[src/rtl/usbrx_pkg.sv]
package usbrx_pkg;

  typedef enum logic [1:0] {
    SYM_SE0 = 2'b00,
    SYM_J   = 2'b01,
    SYM_K   = 2'b10,
    SYM_SE1 = 2'b11
  } lineSym_e;

  // strobes from control to datapath
  typedef struct packed {
    logic shiftBit;   // take the current decoded bit as data
    logic clearBits;  // restart byte assembly
  } rxStrobe_t;

endpackage

[src/rtl/usbRxDatapath.sv]
module usbRxDatapath
  import usbrx_pkg::*;
#(
  parameter int BYTE_W = 8
) (
  input  logic              clk,
  input  logic              rstN,
  input  logic              symValid,
  input  logic [1:0]        symbol,
  input  logic              rawMode,
  input  rxStrobe_t         strobe,
  output logic              decBit,
  output logic              isEnd,
  output logic              lastBit,
  output logic              bitsEmpty,
  output logic [BYTE_W-1:0] rxData
);

  localparam int CW = $clog2(BYTE_W);
  localparam logic [CW-1:0] LAST_IDX = CW'(BYTE_W - 1);

  logic [1:0]        prevSym;
  logic [BYTE_W-1:0] shiftReg;
  logic [CW-1:0]     bitCnt;
  logic [BYTE_W-1:0] nextShift;

  // single-ended codes have both bits equal
  assign isEnd     = (symbol[0] == symbol[1]);
  assign decBit    = rawMode ? (symbol == SYM_J) : (symbol == prevSym);
  assign lastBit   = (bitCnt == LAST_IDX);
  assign bitsEmpty = (bitCnt == '0);
  assign nextShift = {decBit, shiftReg[BYTE_W-1:1]};

  always_ff @(posedge clk) begin
    if (!rstN) begin
      prevSym <= SYM_J;
    end else if (symValid) begin
      prevSym <= isEnd ? SYM_J : symbol;
    end
  end

  always_ff @(posedge clk) begin
    if (!rstN) begin
      shiftReg <= '0;
      bitCnt   <= '0;
      rxData   <= '0;
    end else if (strobe.clearBits) begin
      bitCnt <= '0;
    end else if (strobe.shiftBit) begin
      shiftReg <= nextShift;
      if (lastBit) begin
        rxData <= nextShift;
        bitCnt <= '0;
      end else begin
        bitCnt <= bitCnt + 1'b1;
      end
    end
  end

endmodule

[src/rtl/usbRxControl.sv]
module usbRxControl
  import usbrx_pkg::*;
#(
  parameter int SYNC_ZEROS = 5,
  parameter int MAX_ONES   = 6
) (
  input  logic      clk,
  input  logic      rstN,
  input  logic      symValid,
  input  logic      rawMode,
  input  logic      decBit,
  input  logic      isEnd,
  input  logic      lastBit,
  input  logic      bitsEmpty,
  output rxStrobe_t strobe,
  output logic      rxActive,
  output logic      rxValid,
  output logic      rxError
);

  localparam int ZW = $clog2(SYNC_ZEROS + 1);
  localparam int OW = $clog2(MAX_ONES + 1);
  localparam logic [ZW-1:0] ZMAX = ZW'(SYNC_ZEROS);
  localparam logic [OW-1:0] OMAX = OW'(MAX_ONES);

  typedef enum logic {ST_IDLE, ST_BUSY} rxState_e;

  rxState_e      state;
  logic [ZW-1:0] zeroCnt;
  logic [OW-1:0] onesCnt;
  logic          errSticky;

  logic sopHit, endHit, busyBit, atLimit, violHit, stuffHit, dataHit;

  always_comb begin
    sopHit   = symValid && (state == ST_IDLE) && !isEnd && decBit && (zeroCnt == ZMAX);
    endHit   = symValid && (state == ST_BUSY) && isEnd;
    busyBit  = symValid && (state == ST_BUSY) && !isEnd;
    atLimit  = !rawMode && (onesCnt == OMAX);
    violHit  = busyBit && atLimit && decBit;
    stuffHit = busyBit && atLimit && !decBit;
    dataHit  = busyBit && !atLimit;
    strobe.shiftBit  = dataHit;
    strobe.clearBits = sopHit || endHit;
  end

  always_ff @(posedge clk) begin
    if (!rstN) begin
      state     <= ST_IDLE;
      zeroCnt   <= '0;
      onesCnt   <= '0;
      errSticky <= 1'b0;
      rxActive  <= 1'b0;
      rxValid   <= 1'b0;
      rxError   <= 1'b0;
    end else begin
      rxValid <= dataHit && lastBit && !errSticky;
      rxError <= !errSticky && (violHit || (endHit && !bitsEmpty));

      if (sopHit) begin
        state     <= ST_BUSY;
        rxActive  <= 1'b1;
        errSticky <= 1'b0;
      end else if (endHit) begin
        state    <= ST_IDLE;
        rxActive <= 1'b0;
      end

      if (state == ST_BUSY) begin
        zeroCnt <= '0;
      end else if (symValid) begin
        if (isEnd || decBit)   zeroCnt <= '0;
        else if (zeroCnt != ZMAX) zeroCnt <= zeroCnt + 1'b1;
      end

      if (sopHit || stuffHit) begin
        onesCnt <= '0;
      end else if (dataHit) begin
        onesCnt <= (!rawMode && decBit) ? onesCnt + 1'b1 : '0;
      end

      if (violHit) errSticky <= 1'b1;
    end
  end

endmodule

[src/rtl/usbRxDeser.sv]
module usbRxDeser
  import usbrx_pkg::*;
#(
  parameter int BYTE_W     = 8,
  parameter int SYNC_ZEROS = 5,
  parameter int MAX_ONES   = 6
) (
  input  logic              clk,
  input  logic              rstN,
  input  logic              symValid,
  input  logic [1:0]        symbol,
  input  logic              rawMode,
  output logic [BYTE_W-1:0] rxData,
  output logic              rxValid,
  output logic              rxActive,
  output logic              rxError
);

  rxStrobe_t strobe;
  logic decBit, isEnd, lastBit, bitsEmpty;

  usbRxDatapath #(.BYTE_W(BYTE_W)) u_dp (
    .clk(clk), .rstN(rstN), .symValid(symValid), .symbol(symbol),
    .rawMode(rawMode), .strobe(strobe), .decBit(decBit), .isEnd(isEnd),
    .lastBit(lastBit), .bitsEmpty(bitsEmpty), .rxData(rxData)
  );

  usbRxControl #(.SYNC_ZEROS(SYNC_ZEROS), .MAX_ONES(MAX_ONES)) u_ctl (
    .clk(clk), .rstN(rstN), .symValid(symValid), .rawMode(rawMode),
    .decBit(decBit), .isEnd(isEnd), .lastBit(lastBit), .bitsEmpty(bitsEmpty),
    .strobe(strobe), .rxActive(rxActive), .rxValid(rxValid), .rxError(rxError)
  );

endmodule

[config.mk]
export PLATFORM = sky130hd
export DESIGN_NAME = usbRxDeser
export DESIGN_NICKNAME = d
export VERILOG_FILES = /design/src/rtl/usbrx_pkg.sv /design/src/rtl/usbRxDatapath.sv /design/src/rtl/usbRxControl.sv /design/src/rtl/usbRxDeser.sv
export SDC_FILE = /design/constraint.sdc
export NUM_CORES = 1
export LEC_CHECK = 0
export BUFFER_PORTS_ARGS = -buffer_cell sky130_fd_sc_hd__buf_4
export CAP_MARGIN = 10
export CORE_ASPECT_RATIO = 1.75
export CORE_UTILIZATION = 24
export CTS_CLUSTER_DIAMETER = 120
export DETAILED_ROUTE_END_ITERATION = 8
export GPL_ROUTABILITY_DRIVEN = 0
export PLACE_DENSITY = 0.43
export SLEW_MARGIN = 10
export SYNTH_ARGS = -nofsm -noshare
export SYNTH_HDL_FRONTEND = slang
export SYNTH_HIERARCHICAL = 1
export SYNTH_SLANG_ARGS = --single-unit
[constraint.sdc]
create_clock -name clk -period 2.11 [get_ports clk]
set_input_delay 0.211 -clock clk [delete_from_list [all_inputs] [get_ports clk]]
set_output_delay 0.211 -clock clk [all_outputs]
set_load 0.03 [all_outputs]
==> qor.yml, run 1 <==
outcome: "finished clean"
syn_nets: 176
cts_hold_buffers: 0
drive_gt1_share_pct: 22.75
die_y_um: 105.5
row_count: 37
yosysMostFrequentCell: "nand2_1"
synthFlopType: "dfxtp_1"
yosys_warnings: 6
finalClockSkew_ns: 0.007512
path_class: "flop to flop"
gr-usage-all-layers_pct: 11.41
final_core_util_pct: 30.88
vdd_ir_drop_max_mv: 0.4232
numPortBuffers: 16
io_pins: 17
antenna_found_initial: 0
path_clk_slew_ns: 0.07
cp.buffers_inverters: 1
crit_arrival_ns: 2.11
cts-root-buf: "clkbuf_8"
slew_viol_final: 0
antenna_left: 0
drc: 0
synth.area.top_cells: "dfxtp_1 (41%), nand2_1 (8.4%), ha_1 (7.7%)"
die_area_mm2: 0.006445
hold_viol_final: 0
core_region_area_mm2: 0.005879
yosys.area.top_type_share_pct: 40.92
routed_wl_um: 3221
cp_top_family: "simple AND/OR/NAND/NOR gates"
cp_cell_sequence: "nor4_2 -> a22oi_1 -> nand2_1 -> nand4bb_1 -> or2_4 -> nand2_2 -> and3b_1 -> buf_4 -> o21ai_2 -> a31oi_1"
synth_edf_count: 0
htreeDepth: 2
initial_utilization_pct: 24.96
ys_seq_elements: 30
cts_buffer_depth: 2
power_density_mw_per_mm2: 620.2
syn_to_final_growth_pct: 23.70
routed-via-count: 1194
viasPerCell: 4.472
grt_start_max_net_pins: 26
period_share_pct: 92.38
fin_area_mm2: 0.001815
synthArstFlopShare_pct: 0
slowest_delay_ns: 0.35
syn_area_per_cell_um2: 9.116
hpwl_um: 2466
grt_pass1_vias: 1179
p_leak_nw: 0.7344
worstPathMaxFanout: 9
postPlaceCellArea_mm2: 0.001703
drtIter0Drc: 24
setup_viol: 0
die_x_um: 61.12
nets: 203
synth_cells: 161
end_kind: "flop"
cts_tree: "done"
post_drt_wl_per_cell_um: 12.06
max_freq_mhz: 513.0
yosys-top-cells-count: "nand2_1 (33), dfxtp_1 (30), ha_1 (9)"
overflow: 0
antenna_cells: 0
max_cap_violations: 0
cts_sinks: 30
cts_buffers: 5
relSlewSlack_pct: 77.22
worstMarginPinSlew_ns: 0.3413
post-synth-top-area-cell: "dfxtp_1"
ys_types: 44
final.setup.tns_ns: 0
finalCriticalPeriod_ns: 1.949
synth_area_mm2: 0.001468
crit_required_ns: 2.27
crit_slowest_cell: "dfxtp_1"
hold_path_class: "input pin to flop"
grt_pass1_wl_um: 5430
yosysSeqAreaShare_pct: 40.92
hold_slack_ns: 0.2287
start_kind: "flop"
drtPass1Iterations: 4
clk-insertion-delay-late_ns: 0.28
-- worst paths after layout --
check	startpoint	cells after the start	to	slack, ns
setup / recovery	u_dp/prevSym[0]$_SDFFE_PN1P_	10	u_dp/rxData[7]$_SDFFE_PN0P_	0.16
hold / removal	rstN	2	u_dp/prevSym[0]$_SDFFE_PN1P_	0.23
setup reg to reg	u_dp/prevSym[0]$_SDFFE_PN1P_	10	u_dp/rxData[7]$_SDFFE_PN0P_	0.16
hold reg to reg	u_dp/rxData[5]$_SDFFE_PN0P_	2	u_dp/rxData[5]$_SDFFE_PN0P_	0.45
-- layer usage --
layer  up-vias  part of all wire (%)  track usage [%]
li1        605                     -                -
met4         0                   1.5            4.870
met3         4                   3.3            2.945
met1       563                    39            11.52
met5         -                     0                0
met2        22                    56            20.73
-- cell families (layout without fill, tap and decap cells) --
family | after synthesis | after routing | share of synthesized area (%)
adders and majority gates | 9 | 9 | 7.673
and+or+nand+nor | 66 | 66 | 24.47
DFF | 30 | 30 | 40.92
AOI/OAI and AO/OA | 37 | 37 | 18.24
buffers and inverters | 14 | 42 | 5.456
muxes | 3 | 3 | 2.046
xor gates and xnor gates | 2 | 2 | 1.194
-- repair_timing --
action                                 in CTS  in global routing
endpoints found under the hold margin       0                  0
buffers inserted                            0                  1
setup endpoints to repair                   0                 15
resized for setup                           0                  5
-- registers in the layout (all words and copies together), names as in the netlist --
signal / cells
u_ctl/errSticky: 1
u_ctl/onesCnt: 3
u_ctl/rxError: 1
u_ctl/rxValid: 1
u_ctl/state: 1
u_ctl/zeroCnt: 3
u_dp/bitCnt: 3
u_dp/prevSym: 2
u_dp/rxData: 8
u_dp/shiftReg: 7
-- layout by cell type (no fill, tap or decap), types with 2 or more instances in the layout --
cell type  Yosys  layout
buf_4          1      26
and2b_2        2       2
dfxtp_1       30      30
clkbuf_8       0       6
nor2_1         7       7
a21boi_0       7       7
nand2_1       33      32
inv_1          8       8
mux2i_1        3       3
ha_1           9       9
o21ai_0        5       4
and3b_1        4       4
a31oi_1        2       2
a21oi_1        4       4
nand3b_1       2       2
and4b_1        2       2
nor2b_1        4       4
a21boi_1       8       8
xnor2_1        2       2
-- power by group --
group / total [mW] / switching, mW / internal, mW
Sequential: 0.576 / 0.00470 / 0.571
Clock: 0.474 / 0.211 / 0.263
Combinational: 0.0762 / 0.0391 / 0.0371
Total: 1.13 / 0.255 / 0.871
-- through the flow --
stage	instances	worst slack (ns)	power [mW]
finish	267	0.1607	1.126
global route	267	-0.004819	1.180
CTS	266	0.001729	1.141
detailed placement	258	0.02923	0.6619
global placement	258	0.1462	0.6596
floorplan	161	0.1469	0.6300
-- layout make-up --
| cell class | count | area [um2] |
|---|---|---|
| fill | 647 | 4064 |
| timing repair buffer | 26 | 195.2 |
| sequential | 30 | 600.6 |
| inverter | 8 | 30.03 |
| tap | 78 | 97.59 |
| clock buffer | 7 | 86.33 |
| multi-input combinational | 117 | 800.8 |
| clock inverter | 1 | 5.005 |
Power figures use the tool's default switching activity.
==> inputs of run 2 (changes only) <==
--- a/config.mk
+++ b/config.mk
@@ -9,6 +9,7 @@
 export CAP_MARGIN = 10
 export CORE_ASPECT_RATIO = 1.75
 export CORE_UTILIZATION = 24
+export CTS_BUF_LIST = sky130_fd_sc_hd__clkbuf_8
 export CTS_CLUSTER_DIAMETER = 120
 export DETAILED_ROUTE_END_ITERATION = 8
 export GPL_ROUTABILITY_DRIVEN = 0
==> qor.yml, run 2 (synthesized netlist as in run 1, its figures left out) <==
outcome: "finished clean"
power_density_mw_per_mm2: 617.8
viasPerCell: 4.468
cts_tree: "done"
cp.buffers_inverters: 1
p_leak_nw: 0.7385
cts_sinks: 30
cp_top_family: "simple AND/OR/NAND/NOR gates"
slowest_delay_ns: 0.35
max_flop_register: "u_dp/rxData"
drtIter0Drc: 26
cp_cell_sequence: "nor4_2 -> a22oi_1 -> nand2_1 -> nand4bb_1 -> or2_4 -> nand2_2 -> and3b_1 -> buf_4 -> o21ai_2 -> a31oi_1"
antenna_found_initial: 0
rr_worst_depth: 10
worstMarginPinSlew_ns: 0.3413
grt_pass1_wl_um: 5430
r2r_end: "u_dp/rxData[7]$_SDFFE_PN0P_"
period_share_pct: 92.35
cts-root-buf: "clkbuf_8"
drc: 0
max_cap_violations: 0
start_kind: "flop"
grt_pass1_vias: 1179
largest_reg_flops: 8
drive_gt1_share_pct: 22.75
fin_cells: 267
max_freq_mhz: 513.2
dp.cells: 258
overflow: 0
postPlaceCellArea_mm2: 0.001703
antenna_cells: 0
fin_area_mm2: 0.001815
routed_wl_um: 3221
fin_total_pwr_mw: 1.122
hold_path_class: "input pin to flop"
nets: 203
cts_buffer_depth: 2
routed-via-count: 1193
gr-usage-all-layers_pct: 11.41
path_clk_slew_ns: 0.07
slew_viol_final: 0
io_pins: 17
end_kind: "flop"
crit_slowest_cell: "dfxtp_1"
antenna_left: 0
hp-start: "rstN"
rrSetupSlack_ns: 0.16
post_drt_wl_per_cell_um: 12.06
die_x_um: 61.12
clk-insertion-delay-late_ns: 0.28
worstPathMaxFanout: 9
cts_hold_buffers: 0
holdPathStages: 2
hpwl_um: 2466
path_class: "flop to flop"
crit_required_ns: 2.27
die_y_um: 105.5
row_count: 37
die_area_mm2: 0.006445
hold_viol_final: 0
setup_viol: 0
hold_end: "u_dp/prevSym[0]$_SDFFE_PN1P_"
place_ws_ns: 0.02923
crit_arrival_ns: 2.11
cts_buffers: 5
finalClockSkew_ns: 0.007511
finalCriticalPeriod_ns: 1.949
reg_top3: "u_dp/rxData: 8 flops, u_dp/shiftReg: 7 flops"
initial_utilization_pct: 24.96
final_cell_mix: "nand2_1 (32), dfxtp_1 (30), buf_4 (26)"
nFillCells: 647
final.setup.tns_ns: 0
drtPass1Iterations: 4
core_region_area_mm2: 0.005879
final_common_cell: "nand2_1"
relSlewSlack_pct: 77.22
worst_slack_ns: 0.1613
grt_start_max_net_pins: 26
reg2reg_from: "u_dp/prevSym[0]$_SDFFE_PN1P_"
vdd_ir_drop_max_mv: 0.4233
numPortBuffers: 16
syn_to_final_growth_pct: 23.70
htreeDepth: 2
==> run 2: area by class of cell <==
class / count / area [um2] / share of cell area, %
clock buffer: 6 / 82.58 / 4.549
clock inverter: 2 / 8.758 / 0.4824
inverter: 8 / 30.03 / 1.654
multi-input combinational: 117 / 800.8 / 44.11
sequential: 30 / 600.6 / 33.08
tap: 78 / 97.59 / 5.376
timing repair buffer: 26 / 195.2 / 10.75
==> run 2: layer usage <==
metal	global-route usage (%)	part of all wire (%)	up-vias
met5	0	0	-
met4	4.870	1.5	0
met2	20.73	57	22
li1	-	-	605
met3	2.945	3.3	4
met1	11.52	38	562
==> run 2: per-stage QoR <==
step / hold slack, ns / utilization, %
3_5_place_dp: 0.4466 / 28.96
5_1_grt: 0.2360 / 30.88
4_1_cts: 0.2239 / 30.52
2_1_floorplan: 0.3220 / -
3_3_place_gp: 0.4491 / 28.96
6_report: 0.2287 / 30.88
==> run 2: how the worst max path moves through the flow <==
stage,from,end,slack [ns],cells past startpoint
2_1_floorplan,u_dp/prevSym[1]$_SDFFE_PN0P_,u_dp/shiftReg[7]$_SDFFE_PN0P_,0.15,10
3_3_place_gp,u_dp/prevSym[1]$_SDFFE_PN0P_,u_dp/rxData[7]$_SDFFE_PN0P_,0.15,10
3_5_place_dp,u_dp/prevSym[1]$_SDFFE_PN0P_,u_dp/rxData[7]$_SDFFE_PN0P_,0.03,10
4_1_cts,u_dp/prevSym[1]$_SDFFE_PN0P_,u_dp/rxData[7]$_SDFFE_PN0P_,0.002,10
5_1_grt,u_dp/prevSym[0]$_SDFFE_PN1P_,u_dp/rxData[4]$_SDFFE_PN0P_,-0.004,9
6_report,u_dp/prevSym[0]$_SDFFE_PN1P_,u_dp/rxData[7]$_SDFFE_PN0P_,0.16,10
==> run 2: what timing repair did <==
item / in CTS / in global routing
gates resized for setup: 0 / 5
hold endpoints to repair: 0 / 0
buffers inserted: 0 / 1
endpoints found under the setup margin: 0 / 15
==> run 2: power by group <==
part,internal [mW],switching (mW),total [mW]
Sequential,0.571,0.00470,0.576
Clock,0.258,0.212,0.470
Combinational,0.0371,0.0390,0.0762
==> inputs of run 3 (changes only) <==
--- a/config.mk
+++ b/config.mk
@@ -6,14 +6,16 @@
 export NUM_CORES = 1
 export LEC_CHECK = 0
 export BUFFER_PORTS_ARGS = -buffer_cell sky130_fd_sc_hd__buf_4
-export CAP_MARGIN = 10
+export CAP_MARGIN = 20
+export CELL_PAD_IN_SITES_DETAIL_PLACEMENT = 1
+export CELL_PAD_IN_SITES_GLOBAL_PLACEMENT = 1
 export CORE_ASPECT_RATIO = 1.75
 export CORE_UTILIZATION = 24
 export CTS_BUF_LIST = sky130_fd_sc_hd__clkbuf_8
 export CTS_CLUSTER_DIAMETER = 120
 export DETAILED_ROUTE_END_ITERATION = 8
 export GPL_ROUTABILITY_DRIVEN = 0
-export PLACE_DENSITY = 0.43
+export PLACE_DENSITY = 0.52
 export SLEW_MARGIN = 10
 export SYNTH_ARGS = -nofsm -noshare
 export SYNTH_HDL_FRONTEND = slang
==> qor.yml, run 3 (synthesized netlist as in run 1, its figures left out) <==
numPortBuffers: 16
routed-via-count: 1182
cts_hold_buffers: 0
syn_to_final_growth_pct: 24.47
routed_wl_um: 3471
viasPerCell: 4.494
slowest_delay_ns: 0.37
met3_usage_pct: 2.945
power_density_mw_per_mm2: 667.2
reg_top3: "u_dp/rxData: 8 flops, u_dp/shiftReg: 7 flops"
rsz0062_at_grt: "false"
outcome: "finished clean"
worstMarginPinSlew_ns: 0.3341
grt.busiest_layer: "met2"
hold_path_class: "input pin to flop"
initial_utilization_pct: 24.96
clk-insertion-delay-late_ns: 0.28
crit_required_ns: 2.28
rr_worst_depth: 9
setup_viol: 0
slew_viol_final: 0
cts_tree: "done"
cp.buffers_inverters: 0
r2r_end: "u_dp/rxData[0]$_SDFFE_PN0P_"
die_x_um: 61.12
drc: 0
antenna_left: 0
row_count: 37
grt_pass1_vias: 1305
cts_buffer_depth: 2
cp-endpoint: "u_dp/rxData[0]$_SDFFE_PN0P_"
largest_reg_flops: 8
max_flop_register: "u_dp/rxData"
grtUsageMet1_pct: 12.25
final_cell_mix: "nand2_1 (31), dfxtp_1 (28), buf_4 (22)"
drive_gt1_share_pct: 24.86
startpoint: "u_dp/prevSym[1]$_SDFFE_PN0P_"
cts-root-buf: "clkbuf_8"
hold_viol_final: 0
relSlewSlack_pct: 77.68
crit_slowest_cell: "dfxtp_2"
vdd_ir_drop_max_mv: 0.3699
antenna_cells: 0
htreeDepth: 2
start_kind: "flop"
nets: 199
gr-usage-all-layers_pct: 12.66
worstPathMaxFanout: 7
max_cap_violations: 0
hold_slack_ns: 0.2542
drtPass1Iterations: 3
final.setup.tns_ns: 0
end_kind: "flop"
grt_pass1_wl_um: 6009
p_leak_nw: 0.7241
path_class: "flop to flop"
rrSetupSlack_ns: 0.18
die_y_um: 105.5
cpMostUsedCell: "nand2_2"
io_pins: 17
worst_slack_ns: 0.1755
die_area_mm2: 0.006445
grt_start_max_net_pins: 26
hp-start: "rstN"
place_ws_ns: 0.01083
finalClockSkew_ns: 0.004011
overflow: 0
antenna_found_initial: 0
post_cts_buffers: 0
drtIter0Drc: 15
finalCriticalPeriod_ns: 1.935
final_common_cell: "nand2_1"
path_depth: 9
core_region_area_mm2: 0.005879
cp_top_family: "simple AND/OR/NAND/NOR gates"
hpwl_um: 2707
reg2reg_from: "u_dp/prevSym[1]$_SDFFE_PN0P_"
crit_arrival_ns: 2.11
globalRouteMet2Util_pct: 23.52
cts_buffers: 5
cts_sinks: 30
period_share_pct: 91.68
post_drt_wl_per_cell_um: 13.20
path_clk_slew_ns: 0.07
max_freq_mhz: 516.9
cp_cell_sequence: "and2b_2 -> o211ai_1 -> nand2_2 -> nand4bb_1 -> or2_4 -> nand2_2 -> nand3b_1 -> nand2_1 -> a21boi_1"
==> run 3: worst min path at each step <==
stage	slack, ns	cells after the start	to
finish	0.25	2	u_dp/prevSym[0]$_SDFFE_PN1P_
global route	0.27	2	u_dp/prevSym[0]$_SDFFE_PN1P_
CTS	0.25	2	u_dp/prevSym[0]$_SDFFE_PN1P_
detailed placement	0.45	2	u_dp/rxData[3]$_SDFFE_PN0P_
global placement	0.45	2	u_dp/rxData[6]$_SDFFE_PN0P_
floorplan	0.32	2	u_dp/rxData[7]$_SDFFE_PN0P_
==> run 3: layer usage <==
metal  vias to the layer above  wire length [um]
met5                         -                 0
met4                         0                69
met3                         4               115
met2                        19              1979
met1                       558              1307
li1                        601                 -
==> run 3: report_power, final <==
part	switching [mW]	internal, mW	total [mW]
combinational	0.0397	0.0355	0.0752
sequential	0.00571	0.571	0.577
clock	0.219	0.347	0.567
total	0.265	0.954	1.22
==> run 3: final cells by class <==
cell class / instances / area [um2]
fill: 707 / 4053
timing repair buffer: 22 / 165.2
clock buffer: 5 / 68.82
inverter: 8 / 30.03
multi-input combinational: 117 / 822.0
tap: 78 / 97.59
sequential: 30 / 603.1
clock inverter: 3 / 40.04
==> run 3: stage by stage <==
stage          power [mW]  std cells  utilization (%)  cell area (um2)
2_1_floorplan      0.6300        161                -             1468
4_1_cts             1.245        263            30.43             1789
6_report            1.219        263            31.07             1827
3_5_place_dp       0.6626        255            28.58             1680
3_3_place_gp       0.6581        255            28.58             1680
5_1_grt             1.278        263            31.07             1827
==> run 3: timing repair <==
action / in CTS / in global routing
hold endpoints to repair: 0 / 0
resized for setup: 0 / 12
endpoints found under the setup margin: 0 / 15
